$ cat src/rtl/ssc_mod_ctrl.sv
module ssc_mod_ctrl #(
  parameter int LIM_W    = 4,
  parameter int PER_W    = 6,
  parameter int NDIV_W   = 11,
  parameter int TICK_DIV = 70
) (
  input  logic                    clk_i,
  input  logic                    rst_i,
  input  logic                    en_i,
  input  logic                    centre_i,
  input  logic [LIM_W-1:0]        up_lim_i,
  input  logic [LIM_W-1:0]        dn_lim_i,
  input  logic [PER_W-1:0]        step_per_i,
  input  logic [NDIV_W-1:0]       n_base_i,
  output logic signed [LIM_W+1:0] offset_o,
  output logic [NDIV_W-1:0]       n_mod_o
);
  localparam int OFS_W = LIM_W + 2;
  localparam int PSC_W = $clog2(TICK_DIV + 1);
  localparam logic signed [OFS_W-1:0] ONE = OFS_W'(1);

  logic [PSC_W-1:0]        psc_q;
  logic [PER_W-1:0]        per_q;
  logic signed [OFS_W-1:0] pos_q;
  logic                    rising_q;

  wire tick = (psc_q == PSC_W'(TICK_DIV - 1));
  wire step = tick && (per_q >= step_per_i);

  wire [LIM_W:0] dn_mag = (dn_lim_i == '0) ? '0
                        : (LIM_W+1)'(2**LIM_W) - {1'b0, dn_lim_i};
  wire signed [OFS_W-1:0] lo_lim    = -$signed({1'b0, dn_mag});
  wire signed [OFS_W-1:0] hi_lim    = $signed({2'b00, up_lim_i});
  wire signed [OFS_W-1:0] span_diff = -(lo_lim + hi_lim);
  wire signed [OFS_W-1:0] bias      = span_diff >>> 1;

  always_ff @(posedge clk_i) begin
    if (rst_i || !en_i) begin
      psc_q    <= '0;
      per_q    <= '0;
      pos_q    <= '0;
      rising_q <= 1'b0;
    end else begin
      psc_q <= tick ? '0 : psc_q + PSC_W'(1);
      if (tick) per_q <= step ? '0 : per_q + PER_W'(1);
      if (step) begin
        if (!rising_q) begin
          if (pos_q > lo_lim) pos_q <= pos_q - ONE;
          else if (pos_q < hi_lim) begin
            pos_q    <= pos_q + ONE;
            rising_q <= 1'b1;
          end
        end else begin
          if (pos_q < hi_lim) pos_q <= pos_q + ONE;
          else if (pos_q > lo_lim) begin
            pos_q    <= pos_q - ONE;
            rising_q <= 1'b0;
          end
        end
      end
    end
  end

  assign offset_o = !en_i ? '0 : (centre_i ? pos_q + bias : pos_q);

  wire [NDIV_W-1:0] ofs_ext = NDIV_W'(offset_o);
  assign n_mod_o = n_base_i + ofs_ext;
endmodule

$ cat config.mk
export PLATFORM = sky130hd
export DESIGN_NAME = ssc_mod_ctrl
export DESIGN_NICKNAME = d
export VERILOG_FILES = /design/src/rtl/ssc_mod_ctrl.sv
export SDC_FILE = /design/constraint.sdc
export NUM_CORES = 1
export LEC_CHECK = 0
export CAP_MARGIN = 20
export CORE_MARGIN = 3
export CORE_UTILIZATION = 53
export CTS_CLUSTER_DIAMETER = 200
export DETAILED_ROUTE_END_ITERATION = 8
export PLACE_DENSITY_LB_ADDON = 0.1
export RECOVER_POWER = 50
export SYNTH_ARGS = -nofsm -noshare
export SYNTH_HDL_FRONTEND = slang
export SYNTH_SLANG_ARGS = --single-unit
export TNS_END_PERCENT = 50
$ cat constraint.sdc
create_clock -name clk_i -period 9 [get_ports clk_i]
set_input_delay 1.8 -clock clk_i [delete_from_list [all_inputs] [get_ports clk_i]]
set_output_delay 1.8 -clock clk_i [all_outputs]
set_load 0.02 [all_outputs]
* Yosys cells after proc, flatten, opt, wreduce, memory -nomap -nowiden
Cells that the tools add are included.
Word-level totals: register bits after elaboration 20, input port bits 29, output and inout port bits 17, word-level logic and storage cells 39
Cells by class: add/subtract/negate cells 10, magnitude comparators 3, eq/ne operators 1, multiplexer cells 14, reduce and logical (&&, ||, !) cells 7
Operator list (count):
- two-way mux 6 bit | 8
- adder 11 bit | 1
- adder 7 x 1 -> 7 bit (second input constant) | 1
- equality test 7 bit (second input constant) | 1
- adder 6 x 1 -> 6 bit (second input constant) | 1
- adder 6 x 2 -> 6 bit (second input constant) | 1
- adder 6 x 5 -> 6 bit | 1
- adder 6 bit | 1
- >= comparator 6 bit | 1
- > comparator 6 bit | 1
- < comparator 6 x 5 -> 1 bit | 1
- negator 5 -> 6 bit | 1
- negator 6 bit | 1
- subtractor 6 x 2 -> 6 bit (second input constant) | 1
- two-way mux 1 bit | 5
- two-way mux 5 bit | 1
- subtractor 5 x 4 -> 5 bit (first input constant) | 1
- zero test 4 bit | 1
- AND reduction 2 bit | 1
- nonzero test 2 bit | 1
- OR reduction 2 bit | 1
- logical AND 1 bit | 1
- zero test 1 bit | 1
- logical OR 1 bit | 1

* Longest topological paths before layout
depth in word-level cells 9, gate-level depth with buffers 23, depth with buffers taken out 23

* Worst setup path before layout
OpenSTA, ideal clock, no wires.
path type input port to output port, start point input port dn_lim_i[0], end point output port n_mod_o[10], arrival 6.906 ns, required time 7.200 ns, slack 0.294 ns, stages 20, buffers on the path 0, path through inv_2 ha_1 or2b_1 a221o_1 a22o_1 ha_1 ha_1 a21o_1 a21oi_1 xnor2_1 ha_1 a21oi_1 nand2_1 mux2i_1 mux2i_1 ha_1 nor2b_1 o41ai_1 o21ai_0 xnor2_1
Between the ends: longest elaborated chain between the ends 9, elaborated cells between the ends (all ways) 10, classes of those cells 6 x add/sub; 3 x mux; 1 x reduce/logical
Ends and longest elaborated chain:
- start: declaration | line 12 | input logic [LIM_W-1:0] dn_lim_i,
- subtractor 5 x 4 -> 5 bit or zero test 4 bit (tied branches) | line 31, 30
- two-way mux 5 bit * | line 30 | wire [LIM_W:0] dn_mag = (dn_lim_i == '0) ? '0
- negator 5 -> 6 bit * | line 32 | wire signed [OFS_W-1:0] lo_lim = -$signed({1'b0, dn_mag});
- adder 6 x 5 -> 6 bit * | line 34 | wire signed [OFS_W-1:0] span_diff = -(lo_lim + hi_lim);
- negator 6 bit * | line 34
- adder 6 bit * | line 64 | assign offset_o = !en_i ? '0 : (centre_i ? pos_q + bias : pos_q);
- two-way mux 6 bit * (2 in a row) | line 64
- net offset_o[5] | line 15 | output logic signed [LIM_W+1:0] offset_o,
- adder 11 bit * | line 67 | assign n_mod_o = n_base_i + ofs_ext;
- end: declaration | line 16 | output logic [NDIV_W-1:0] n_mod_o
The timed path passes the listed nets; every way through them passes the cells marked *.

* Worst setup path in the final report
start point input port dn_lim_i[0], end point output port n_mod_o[9]
Between the ends: longest elaborated chain between the ends 9, elaborated cells between the ends (all ways) 10, classes of those cells 6 x add/sub; 3 x mux; 1 x reduce/logical
Ends and longest elaborated chain (line):
- subtractor 5 x 4 -> 5 bit or zero test 4 bit (tied branches) | 31, 30
- two-way mux 5 bit * | 30
- negator 5 -> 6 bit * | 32
- adder 6 x 5 -> 6 bit * | 34
- negator 6 bit * | 34
- adder 6 bit * | 64
- two-way mux 6 bit * (2 in a row) | 64
- adder 11 bit * | 67
Mark *: on every way between the ends. The rest lies on a longest branch, timed or not.

==> metrics.cfg <==
[clock_tree]
post_cts_buffers = 0
cts.sinks = 20
cts_buffers = 3
ctsLongestPathBuffers = 2
insertion_delay_ps = 260
h-tree-depth = 1
ctsRootBufferMaster = clkbuf_8
clk_pin_slew_worst_paths_ps = 70
ctsHoldBuffers = 0
cts_tree = done

[synthesis]
synth_common_cells = ha_1 (42), inv_1 (29), a21oi_1 (23), nor2_1 (23), dfxtp_1 (20)
syn_area_um2 = 2390
synth_nets = 362
ys_top_cells_by_area = ha_1 (22%), dfxtp_1 (17%), xnor2_1 (6.6%), a21oi_1 (4.8%), inv_1 (4.6%)
avgSynthCellArea_um2 = 8.28
netlist_instances = 288
synth.most_common_cell = ha_1
synth_top_flop_cell = dfxtp_1
synth_seq_cells = 20
seq_area_frac_synth_pct = 16.8
synth-async-reset-ratio_pct = 0
synth_top_area_share_pct = 22.0
yosysWarnings = 0
synth_area_leader_cell = ha_1
synth_cell_types = 51
synth-edff-count = 0

[die]
die_w_um = 73.1
start_util_pct = 57.2
die_y_um = 73.1
num_rows = 23
dieArea_um2 = 5340
ios = 46
core-area_um2 = 4170

[detailed_routing]
viasPerCell = 5.52
drc = 0
drtAntennaViolNets = 0
detail_route.wirelength_um = 5100
dr.pass1.iters = 4
via_count = 2235
wire_per_inst_um = 12.6
drtIter0Drc = 59

[power]
p_seq_share_pct = 27.9
p_int_uw = 212
combPwrFrac_pct = 50.6
p_leak_nw = 1.50
switchingPower_uw = 108
vdd_ir_drop_max_uv = 80.2
p_clk_share_pct = 21.4
swShare_pct = 33.7
power.density_cell_area_nw_per_um2 = 103

[finish]
nets = 430
diodes = 0
final_layout_size_suffix_gt1_share_pct = 11.0
area_growth_pct = 29.6
post-route-cell-area_um2 = 3090

[global_route]
grt_pass1_wl_um = 9150
first_global_vias = 2252
grt_max_degree = 12
grt_overflow = 0
antenna_found_initial = 0
grtUsageTotal_pct = 20.9

[sta]
finalClockSkew_ps = 1.31
rsz0062_at_grt = yes
max_freq_mhz = 115
period_minus_slack_ps = 8730
relSlewSlack_pct = 51.0
hold_violations = 0
min_period_over_period_pct = 97.0
slew_violations = 0
finalSetupViolCount = 0
worst_pin_slew_ps = 733
layout_setup_ws_ps = 270

[critical_path]
critPathKind = in -> out
cp.arrival_ps = 6930
cp-end-kind = output pin
path_max_fanout = 6
crit_required_ps = 7200
cp-start-kind = input port

[placed_design]
hpwl_um = 4210
pre_cts_ws_ps = -209
dpl_cell_area_um2 = 3040
gp_congestion = 0.905
port_buffers = 45

[run_status]
status = completed

[hold_path]
hold_path_class = reg -> reg

[flow_run]
cap_violations = 0

-- final timing paths --
| check | from | end | slack, ps | cells after the start |
|---|---|---|---|---|
| worst max-delay path | dn_lim_i[0] | n_mod_o[9] | 270 | 24 |
| worst min register to register | psc_q[0]$_SDFF_PP0_ | psc_q[0]$_SDFF_PP0_ | 470 | 1 |
| worst min-delay path | psc_q[0]$_SDFF_PP0_ | psc_q[0]$_SDFF_PP0_ | 470 | 1 |
| worst max register to register | pos_q[3]$_SDFFE_PP0P_ | pos_q[3]$_SDFFE_PP0P_ | 6270 | 7 |
-- through the flow --
stage	instances	power (mW)	setup TNS [ps]	hold slack [ps]	utilization, %
floorplan	288	0.185	0	429	-
global placement	401	0.253	-98.6	442	72.9
detailed placement	401	0.256	-467	456	72.9
CTS	405	0.324	0	473	74.3
global route	405	0.341	-188	501	74.1
finish	405	0.320	0	466	74.1
-- routing by layer --
metal	global-route usage [%]	wire length [µm]	vias to the layer above
li1	-	-	1157
met2	36.2	2280	52
met3	3.72	246	11
met5	0	0	-
met4	5.12	86	0
met1	26.6	2490	1015
-- what timing repair did --
item | CTS | global route
hold endpoints to repair | 0 | 0
pin swaps | 0 | 0
resized for setup | 4 | 12
setup endpoints to repair | 3 | 5
-- layout by cell type (no fill, tap or decap), types with 3 or more instances in the layout --
| cell type | n |
|---|---|
| ha_1 | 42 |
| fa_1 | 3 |
| nand3_1 | 7 |
| nand2b_1 | 7 |
| o21ai_1 | 4 |
| xor2_1 | 9 |
| clkbuf_8 | 4 |
| o22ai_1 | 3 |
| nor2_1 | 23 |
| mux2i_1 | 8 |
| and3_1 | 3 |
| a21oi_1 | 22 |
| a211oi_1 | 3 |
| xnor2_1 | 18 |
| o21ai_0 | 8 |
| o21bai_1 | 5 |
| or3_1 | 4 |
| a21o_1 | 12 |
| nor2b_1 | 6 |
| inv_1 | 29 |
| dfxtp_1 | 20 |
| nand2_1 | 16 |
| clkdlybuf4s50_1 | 38 |
| buf_4 | 20 |
-- cell families (layout without fill, tap and decap cells) --
| group | count (synthesis) | in the layout | synth area share [%] |
|---|---|---|---|
| AND/OR/NAND/NOR | 80 | 80 | 17.5 |
| AO/OA/AOI/OAI | 75 | 75 | 22.3 |
| adder cells (fa/ha/maj) | 45 | 45 | 24.5 |
| buffers and inverters | 32 | 99 | 5.03 |
| XOR/XNOR | 27 | 27 | 9.91 |
| flip-flops | 20 | 20 | 16.8 |
| multiplexers | 9 | 9 | 3.99 |
-- cell type report --
cell class / count / area, µm²
tap: 50 / 62.6
sequential: 20 / 400
timing repair buffer: 65 / 589
fill: 342 / 1080
inverter: 30 / 113
clock buffer: 4 / 55.1
multi-input combinational: 236 / 1870
-- sequential cells by signal, summed over array words and instances (netlist names) --
name and cells:
psc_q 7, pos_q 6, rising_q 1, per_q 6
-- power by group through the flow --
stage,sequential (mW),combinational [mW],clock [mW]
after detailed placement,0.0913,0.164,0
after global routing,0.0892,0.179,0.0729
after floorplan,0.0912,0.0941,0
after global placement,0.0913,0.162,0
final,0.0892,0.162,0.0685
after CTS,0.0892,0.164,0.0701
-- critical path, cell delays in order --
cell and delay, ps:
clkdlybuf4s50_1 490, inv_2 50, ha_1 310, or2b_1 250
a221o_1 350, a22o_1 200, ha_1 270, ha_1 340
xor2_1 180, ha_1 210, a211oi_1 290, o21bai_1 120
a21oi_1 190, nand2_1 70, mux2i_1 170, mux2i_1 270
buf_4 190, ha_1 270, a21oi_1 160, o21ai_1 100
a21o_1 200, a21oi_2 150, xnor2_1 140, buf_4 160
No activity file was read; power rests on OpenSTA's default activity.
